File: src/rtl/wdg_pkg.sv
// Package: shared types for the keyed watchdog.
// Assumes: nothing beyond the IEEE 1800-2017 language.
package wdg_pkg;

    // Progress of the two-byte service key.
    typedef enum logic {
        KEY_IDLE   = 1'b0,
        KEY_PRIMED = 1'b1
    } key_state_e;

endpackage

File: src/rtl/wdg_key_match.sv
// Module: wdg_key_match
// Watches writes to the service port and emits a one-cycle refresh pulse,
// registered, in the cycle after a KEY_SECOND write that follows a pending
// KEY_FIRST. Any other byte drops the pending state.
// Assumes: a synchronous active-low reset, and one write per cycle at most.
module wdg_key_match
    import wdg_pkg::*;
#(
    parameter int                DATA_W     = 8,
    parameter logic [DATA_W-1:0] KEY_FIRST  = 8'hAA,
    parameter logic [DATA_W-1:0] KEY_SECOND = 8'h55
) (
    input  logic              clk,
    input  logic              rst_n,
    input  logic              wr_en_i,
    input  logic [DATA_W-1:0] wr_data_i,
    output logic              refresh_o
);

    key_state_e state_q;
    key_state_e state_d;
    logic       hit_first;
    logic       hit_second;
    logic       refresh_d;

    // Decode the written byte against both keys.
    always_comb begin
        hit_first  = wr_en_i && (wr_data_i == KEY_FIRST);
        hit_second = wr_en_i && (wr_data_i == KEY_SECOND);
    end

    // Next key state and refresh decision; idle cycles keep the state.
    always_comb begin
        state_d   = state_q;
        refresh_d = 1'b0;
        if (wr_en_i) begin
            if (hit_first) begin
                state_d = KEY_PRIMED;
            end else if (hit_second && (state_q == KEY_PRIMED)) begin
                state_d   = KEY_IDLE;
                refresh_d = 1'b1;
            end else begin
                state_d = KEY_IDLE;
            end
        end
    end

    // Register the key state and the refresh pulse.
    always_ff @(posedge clk) begin
        if (!rst_n) begin
            state_q   <= KEY_IDLE;
            refresh_o <= 1'b0;
        end else begin
            state_q   <= state_d;
            refresh_o <= refresh_d;
        end
    end

    // A refresh always follows a write of the second key byte.
    p_refresh_after_second_r5: assert property (@(posedge clk) disable iff (!rst_n)
        refresh_o |-> ($past(wr_en_i) && ($past(wr_data_i) == KEY_SECOND)));

    // Two second-key writes in a row never give two refreshes.
    p_refresh_single_r6: assert property (@(posedge clk) disable iff (!rst_n)
        refresh_o |=> !refresh_o);

    // A foreign byte leaves the matcher idle.
    p_foreign_aborts_r7: assert property (@(posedge clk) disable iff (!rst_n)
        (wr_en_i && !hit_first && !hit_second) |=> (state_q == KEY_IDLE));

endmodule

File: src/rtl/wdg_arm_latch.sv
// Module: wdg_arm_latch
// Holds the sticky armed flag. A low level on the active-low enable arms the
// watchdog, and only a system reset disarms it again.
// Assumes: en_n_i is synchronous to clk.
module wdg_arm_latch (
    input  logic clk,
    input  logic rst_n,
    input  logic en_n_i,
    output logic armed_o
);

    // Set on a low enable; never cleared except by reset.
    always_ff @(posedge clk) begin
        if (!rst_n) begin
            armed_o <= 1'b0;
        end else if (!en_n_i) begin
            armed_o <= 1'b1;
        end
    end

    // Once armed, the flag stays up until reset.
    p_arm_sticky_r8: assert property (@(posedge clk) disable iff (!rst_n)
        armed_o |=> armed_o);

    // The flag only rises after a low enable.
    p_arm_cause_r2: assert property (@(posedge clk) disable iff (!rst_n)
        $rose(armed_o) |-> $past(!en_n_i));

endmodule

File: src/rtl/wdg_countdown.sv
// Module: wdg_countdown
// Tick-qualified down counter. It loads the period (clamped to MIN_PERIOD)
// while disarmed, on a refresh, and after an expiry. On the tick that finds
// one count left it raises a one-cycle expire pulse. A refresh takes priority
// over a tick in the same cycle.
// Assumes: refresh_i is a registered pulse from the key matcher.
module wdg_countdown #(
    parameter int CNT_W      = 16,
    parameter int MIN_PERIOD = 2
) (
    input  logic             clk,
    input  logic             rst_n,
    input  logic             armed_i,
    input  logic             tick_i,
    input  logic             refresh_i,
    input  logic [CNT_W-1:0] period_i,
    output logic             expire_o
);

    localparam logic [CNT_W-1:0] MIN_LOAD = CNT_W'(MIN_PERIOD);
    localparam logic [CNT_W-1:0] ONE      = CNT_W'(1);

    logic [CNT_W-1:0] cnt_q;
    logic [CNT_W-1:0] load_val;
    logic             at_end;

    // Clamp the period and detect the last remaining count.
    always_comb begin
        load_val = (period_i < MIN_LOAD) ? MIN_LOAD : period_i;
        at_end   = (cnt_q <= ONE);
    end

    // Reload, decrement or expire once per qualified tick.
    always_ff @(posedge clk) begin
        if (!rst_n) begin
            cnt_q    <= '0;
            expire_o <= 1'b0;
        end else begin
            expire_o <= 1'b0;
            if (!armed_i || refresh_i) begin
                cnt_q <= load_val;
            end else if (tick_i) begin
                if (at_end) begin
                    cnt_q    <= load_val;
                    expire_o <= 1'b1;
                end else begin
                    cnt_q <= cnt_q - ONE;
                end
            end
        end
    end

    // An armed counter always holds a live count.
    p_cnt_live_r3: assert property (@(posedge clk) disable iff (!rst_n)
        armed_i |-> (cnt_q != '0));

    // The expire pulse lasts a single cycle.
    p_pulse_single_r4: assert property (@(posedge clk) disable iff (!rst_n)
        expire_o |=> !expire_o);

    // A refresh cycle never produces an expiry.
    p_refresh_wins_r5: assert property (@(posedge clk) disable iff (!rst_n)
        refresh_i |=> !expire_o);

    // No expiry follows a disarmed cycle.
    p_no_fire_disarmed_r2: assert property (@(posedge clk) disable iff (!rst_n)
        !armed_i |=> !expire_o);

    // Without a tick the count does not move unless it is reloaded.
    p_hold_no_tick_r3: assert property (@(posedge clk) disable iff (!rst_n)
        (armed_i && !tick_i && !refresh_i) |=> $stable(cnt_q));

endmodule

File: src/rtl/wdg_keyed_watchdog.sv
// Module: wdg_keyed_watchdog (top)
// A watchdog with a sticky active-low enable and a two-byte keyed service
// port. It joins the key matcher, the arm latch and the countdown, and emits
// an internal one-cycle reset request.
// Assumes: all inputs are synchronous to clk; tick_i comes from a prescaler
// outside the block.
module wdg_keyed_watchdog #(
    parameter int                CNT_W      = 16,
    parameter int                DATA_W     = 8,
    parameter logic [DATA_W-1:0] KEY_FIRST  = 8'hAA,
    parameter logic [DATA_W-1:0] KEY_SECOND = 8'h55,
    parameter int                MIN_PERIOD = 2
) (
    input  logic              clk,
    input  logic              rst_n,
    input  logic              tick_i,
    input  logic              wr_en_i,
    input  logic [DATA_W-1:0] wr_data_i,
    input  logic              en_n_i,
    input  logic [CNT_W-1:0]  period_i,
    output logic              rst_req_o
);

    logic armed;
    logic refresh;
    logic expire;

    // Service key detection.
    wdg_key_match #(
        .DATA_W    (DATA_W),
        .KEY_FIRST (KEY_FIRST),
        .KEY_SECOND(KEY_SECOND)
    ) key_i (
        .clk      (clk),
        .rst_n    (rst_n),
        .wr_en_i  (wr_en_i),
        .wr_data_i(wr_data_i),
        .refresh_o(refresh)
    );

    // Sticky enable.
    wdg_arm_latch arm_i (
        .clk    (clk),
        .rst_n  (rst_n),
        .en_n_i (en_n_i),
        .armed_o(armed)
    );

    // Period countdown.
    wdg_countdown #(
        .CNT_W     (CNT_W),
        .MIN_PERIOD(MIN_PERIOD)
    ) cnt_i (
        .clk      (clk),
        .rst_n    (rst_n),
        .armed_i  (armed),
        .tick_i   (tick_i),
        .refresh_i(refresh),
        .period_i (period_i),
        .expire_o (expire)
    );

    // Drive the internal reset request.
    always_comb begin
        rst_req_o = expire;
    end

    // A request is only ever seen while the watchdog is armed.
    p_req_needs_arm_r2: assert property (@(posedge clk) disable iff (!rst_n)
        rst_req_o |-> armed);

    // The request at the port is a single-cycle pulse.
    p_req_pulse_r4: assert property (@(posedge clk) disable iff (!rst_n)
        rst_req_o |=> !rst_req_o);

endmodule

File: config.mk
export PLATFORM = sky130hd
export DESIGN_NAME = wdg_keyed_watchdog
export DESIGN_NICKNAME = d
export VERILOG_FILES = /design/src/rtl/wdg_pkg.sv /design/src/rtl/wdg_key_match.sv /design/src/rtl/wdg_arm_latch.sv /design/src/rtl/wdg_countdown.sv /design/src/rtl/wdg_keyed_watchdog.sv
export SDC_FILE = /design/constraint.sdc
export NUM_CORES = 1
export LEC_CHECK = 0
export BUFFER_PORTS_ARGS = -buffer_cell sky130_fd_sc_hd__buf_4
export CAP_MARGIN = 20
export CORE_ASPECT_RATIO = 0.5
export CORE_MARGIN = 8
export CORE_UTILIZATION = 50
export CTS_CLUSTER_SIZE = 30
export DETAILED_ROUTE_END_ITERATION = 10
export PLACE_DENSITY = 0.74
export SYNTH_ARGS = -nofsm -noshare
export SYNTH_HDL_FRONTEND = slang
export SYNTH_SLANG_ARGS = --single-unit
File: constraint.sdc
create_clock -name clk -period 2.9 [get_ports clk]
set_input_delay 0.435 -clock clk [delete_from_list [all_inputs] [get_ports clk]]
set_output_delay 0.435 -clock clk [all_outputs]
set_load 0.05 [all_outputs]
# --- Yosys cells after proc, flatten, opt, wreduce, memory -nomap -nowiden ---
# Cells that the tools add are included.
totals:
  regBits: 20
  latch_bits: 0
  ram_bits: 0
  rom_bits: 0
  inputBits: 29
  out_inout_bits: 1
  wordCells: 28
  n_memories: 0
classes:
  addsub: 1
  mul: 0
  div_mod_pow: 0
  magnitude_cmp: 2
  n_eq_ne: 2
  shifts: 0
  n_mux: 7
  bitwise_logic: 3
  reduce_logical: 8
ops:
  columns: ["op", "n"]
  rows:
  - ["16-bit 2-to-1 mux", 4]
  - ["16-bit by 1-bit <= comparator with 1-bit output (second input constant)", 1]
  - ["16-bit by 2-bit < comparator with 1-bit output (second input constant)", 1]
  - ["16-bit by 1-bit subtractor with 16-bit output (second input constant)", 1]
  - ["8-bit by 7-bit equality test with 1-bit output (second input constant)", 1]
  - ["8-bit equality test (second input constant)", 1]
  - ["3-bit OR reduction", 2]
  - ["1-bit logical AND", 3]
  - ["1-bit 2-to-1 mux", 3]
  - ["1-bit inverter", 3]
  - ["2-bit nonzero test", 1]
  - ["1-bit logical NOT", 1]
  - ["1-bit logical OR", 1]

# --- Depth between registers and ports, before layout ---
logic_depth:
  ltp_word: 5
  ltp_mapped: 7
  ltp_nobuf: 7

# --- By module ---
# From an unflattened synthesis, not the netlist that was laid out.
unflattened:
  cells_unflattened: 162
  area_unflattened_um2: 1391.3
by_module_without_submodules:
  columns: ["mod", "n_inst", "cells_per_inst", "area_each_um2", "seq_area_each_um2"]
  rows:
  - ["wdg_countdown", 1, 149, 1239.9, 340.3]
  - ["wdg_key_match", 1, 10, 120.1, 40.0]
  - ["wdg_arm_latch", 1, 3, 31.3, 20.0]

# --- Worst setup path after synthesis ---
# OpenSTA, ideal clock, no wires.
synth_path:
  kind: "register to register"
  startpoint: "reg cnt_i.cnt_q[0]"
  endpoint: "reg cnt_i.cnt_q[14]"
  setup_ns: 0.123
  arrival_time_ns: 1.723
  required_time_ns: 2.777
  path_slack_ns: 1.054
  path_stages_with_launch: 8
  path_buffers: 0
  synth_period_minus_slack_ns: 1.846
  cell_sequence: "dfxtp_1 -> inv_1 -> ha_1 -> nor3b_1 -> nand2_1 -> or3_1 -> a21oi_1 -> o22ai_1"
synth_via:
  elab_chain_cells: 4
  word_cells_on_any_way: 5
  cone_classes: "add/sub: 1; order compare: 1; mux: 3"
synth_lines:
  columns: ["item", "line_no", "rtl"]
  rows:
  - ["from (decl)", "wdg_countdown.sv:23", "logic [CNT_W-1:0] cnt_q;"]
  - ["from (signal assigned)", "wdg_countdown.sv:41", "cnt_q <= load_val;"]
  - ["from (signal assigned)", "wdg_countdown.sv:44", "cnt_q <= load_val;"]
  - ["from (signal assigned)", "wdg_countdown.sv:47", "cnt_q <= cnt_q - ONE;"]
  - ["16-bit by 1-bit subtractor with 16-bit output or 16-bit by 1-bit <= comparator with 1-bit output (tied branches)", "wdg_countdown.sv:47, wdg_countdown.sv:30", null]
  - ["16-bit 2-to-1 mux *", "wdg_countdown.sv:43", "if (at_end) begin"]
  - ["16-bit 2-to-1 mux *", "wdg_countdown.sv:42", "end else if (tick_i) begin"]
  - ["16-bit 2-to-1 mux *", "wdg_countdown.sv:40", "if (!armed_i || refresh_i) begin"]
# Every way passes the cells marked *; elsewhere a longest branch is shown, timed or not. The select of a mux whose other input is x is not followed.
# A chain may end at the register's enable or synchronous reset.

# --- Worst setup path in the final report ---
layout_path:
  startpoint: "reg cnt_i.cnt_q[2]"
  endpoint: "reg cnt_i.cnt_q[15]"
# The elaborated chain is that of the path after synthesis.

==> metrics.log <==
[metrics] std cell rows: 13
[metrics] transition at the pin with the smallest max-transition slack: 0.7415 ns
[metrics] weighted congestion reported at the end of routability-driven placement: 0.9481
[metrics] clock latency of the later-clocked register in the worst-skew pair: 0.27 ns
[metrics] classification of the worst-slack hold path: input port to flip-flop
[metrics] clock transition at the registers of the reported paths: 0.08 ns
[metrics] drt initial violations: 128
[metrics] register-to-register path setup slack: 0.84 ns
[metrics] maximum number of pins on one net before global-route repair: 20
[metrics] Starting Density: 0.5351
[metrics] total chip power: 0.7669 mW
[metrics] Final Max Slew Viols: 0
[metrics] diode insertion count for antenna repair: 0
[metrics] clock tree root driver cell: clkbuf_8
[metrics] die boundary width: 91.10 µm
[metrics] power per unit of standard cell area: 461.9 nW/µm²
[metrics] cts hold-fix bufs: 0
[metrics] final net count: 226
[metrics] TritonCTS clock tree: yes
[metrics] final setup fails: 0
[metrics] FFs w/ async S/R, synth: 0
[metrics] Global Route Usage Sum: 0.1799
[metrics] synth unique cells: 53
[metrics] Critical Path Source: cnt_i.cnt_q[2]
[metrics] peak ir drop on the vdd network: 215.3 µV
[metrics] finished layout cell area: 1660 µm²
[metrics] area after detailed placement: 1619 µm²
[metrics] number of register bits inferred by synthesis: 20
[metrics] post-CTS setup buffer count: 0
[metrics] number of cell instances on the worst register-to-register path: 5
[metrics] number of antenna violations at the first check in global routing: 0
[metrics] area of the core: 2635 µm²
[metrics] vias in the first global route: 1,437
[metrics] termination of the worst setup path: cnt_i.cnt_q[15]
[metrics] count of yosys warnings during synthesis: 0
[metrics] post-route clock skew: 0.01136 ns
[metrics] die area: 4878 µm²
[metrics] top_reg_cell synth: dfxtp_1
[metrics] type of element launching the critical path: flip-flop
[metrics] Fill cells: 246
[metrics] Num CTS Buffers: 3
[metrics] Avg Cell Area, Syn: 8.444 µm²
[metrics] most used cells in the layout excluding fill and tap cells: 30 x buf_4, 20 x dfxtp_1, 15 x nand3_1, 15 x nand2_1, 10 x a21oi_1
[metrics] Final Routed Wirelength: 4229 µm
[metrics] proportion of layout cells with a drive suffix above 1: 0.2487
[metrics] Worst slew margin: 0.5011
[metrics] end of the worst register-to-register path: cnt_i.cnt_q[15]
[metrics] number of design rule violations left after detail routing: 0
[metrics] overall via count from detail_route: 1,489
[metrics] y dimension of the die: 53.55 µm
[metrics] via/cell ratio: 6.474
[metrics] number of clock sinks: 20
[metrics] net count of the mapped netlist: 198
[metrics] port buffer count: 29
[metrics] Pre-antenna DRT Iters: 4
[metrics] ports placed on the boundary: 30
[metrics] post-CTS sizing: 0
[metrics] Worst Path Arrival: 2.27 ns
[metrics] number of nets with antenna violations after detailed routing: 0
[metrics] MaxCap Viol Count: 0
[metrics] signed area change from the synthesized netlist to the final layout: 17.75%
[metrics] final number of hold-violating endpoints: 0
[metrics] residual overflow from global routing: 0
[metrics] Critical Setup Path Class: flip-flop to flip-flop
[metrics] share of the core filled with cells: 0.6301
[metrics] first-pass GRT wire length: 6996 µm
[metrics] cell leakage power: 0.6232 nW
[metrics] post-synthesis sequential area ratio: 0.2839
[metrics] number of enable flip-flop cells after synthesis: 0
[metrics] Cells after Synth: 167
[metrics] maximum net fanout on the critical path: 8
[metrics] share of the clock period used by the worst path: 0.7092
[metrics] Cell Area, Synth: 1410 µm²
[metrics] CP Capture Type: flip-flop
[metrics] most frequent standard cell in the layout excluding fill and tap cells: buf_4
[metrics] WP data required: 3.12 ns
[metrics] wire per inst: 18.39 µm
[metrics] htree depth: 1
[metrics] Peak Freq: 0.4862 GHz
[metrics] setup repair after global routing missed its margin: false
[metrics] start of the worst register-to-register path: cnt_i.cnt_q[2]
[metrics] detailed-placement wirelength estimate: 3277 µm
[metrics] Period minus WS final: 2.057 ns
[metrics] Setup TNS: 0 ns
[metrics] result of the run: complete, no violations
[metrics] buffer depth of the longest clock path: 2
==> registers in the layout, summed over array words and instances (netlist names) <==
| register | flops |
|---|---|
| cnt_i.cnt_q | 16 |
| key_i.refresh_o | 1 |
| cnt_i.expire_o | 1 |
| arm_i.armed_o | 1 |
| key_i.state_q | 1 |
==> logic make-up (layout without fill, tap and decap cells) <==
logic type                 Yosys count  in the layout  share of synthesized area
xor gates and xnor gates             1              1                   0.006212
and+or+nand+nor                     81             81                     0.3532
muxes                                2              2                    0.01420
AOI/OAI and AO/OA                   49             49                     0.2671
buffers and inverters               12             38                    0.05768
DFF                                 20             20                     0.2839
adders and majority gates            2              2                    0.01774
==> metal layers <==
| layer | vias up | part of all wire | global-route usage |
|---|---|---|---|
| met3 | 4 | 0.13 | 0.06510 |
| met2 | 88 | 0.41 | 0.2745 |
| met1 | 687 | 0.45 | 0.2426 |
| met5 | - | 0 | 0 |
| met4 | 0 | 0.0057 | 0.03217 |
| li1 | 710 | - | - |
==> where the power goes <==
group / switching, mW / internal, mW / total (mW)
registers: 0.0376 / 0.297 / 0.334
clock network: 0.0963 / 0.0929 / 0.189
logic: 0.137 / 0.106 / 0.243
==> how the worst min path moves through the flow <==
stage | end | slack [ns] | startpoint | depth (start not counted)
CTS | key_i.refresh_o | 0.33 | wr_data_i[5] | 2
global route | key_i.refresh_o | 0.33 | wr_data_i[5] | 2
floorplan | cnt_i.cnt_q[14] | 0.43 | cnt_i.cnt_q[14] | 2
global placement | arm_i.armed_o | 0.45 | arm_i.armed_o | 2
detailed placement | arm_i.armed_o | 0.46 | arm_i.armed_o | 2
finish | key_i.refresh_o | 0.33 | wr_data_i[5] | 2
==> final cells by class <==
class / instances / area (µm²) / area share
multi-input cells: 135 / 928.4 / 0.5592
flip-flops and latches: 20 / 400.4 / 0.2411
repair buffers: 30 / 225.2 / 0.1356
well taps: 37 / 46.29 / 0.02788
clock buffers: 3 / 41.29 / 0.02487
inverters: 5 / 18.77 / 0.01130
==> metrics by stage <==
stage / setup WS [ns] / hold slack [ns] / instances
3_3_place_gp: 0.7566 / 0.4516 / 227
5_1_grt: 0.7147 / 0.3264 / 230
2_1_floorplan: 1.054 / 0.4350 / 167
3_5_place_dp: 0.7456 / 0.4550 / 227
4_1_cts: 0.8711 / 0.3297 / 230
6_report: 0.8433 / 0.3331 / 230
==> synth_stat cells, drive strengths merged, types with 3 or more instances <==
master  number  area [µm²]
nor2         8       32.54
dfxtp       20       400.4
nor3         6       30.03
buf          3       27.52
nand2       16       62.56
o22ai        3       18.77
o31a         3       26.28
nor4         8       95.09
o21ai        7       50.05
or3          4       25.02
nand4        7       43.79
or4          3       26.27
inv          5       18.77
a21oi       11       58.81
o31ai        5       51.30
clkbuf       4       35.04
nand3       15       75.07
a22oi        3       22.52
==> worst max-delay path: stages, from the launching register on <==
cell and delay (ns):
dfxtp_1 0.38, nor4_1 0.69, nand2_2 0.19, or3_1 0.34, o31ai_1 0.22, a32o_1 0.19
Power figures use the tool's default switching activity.
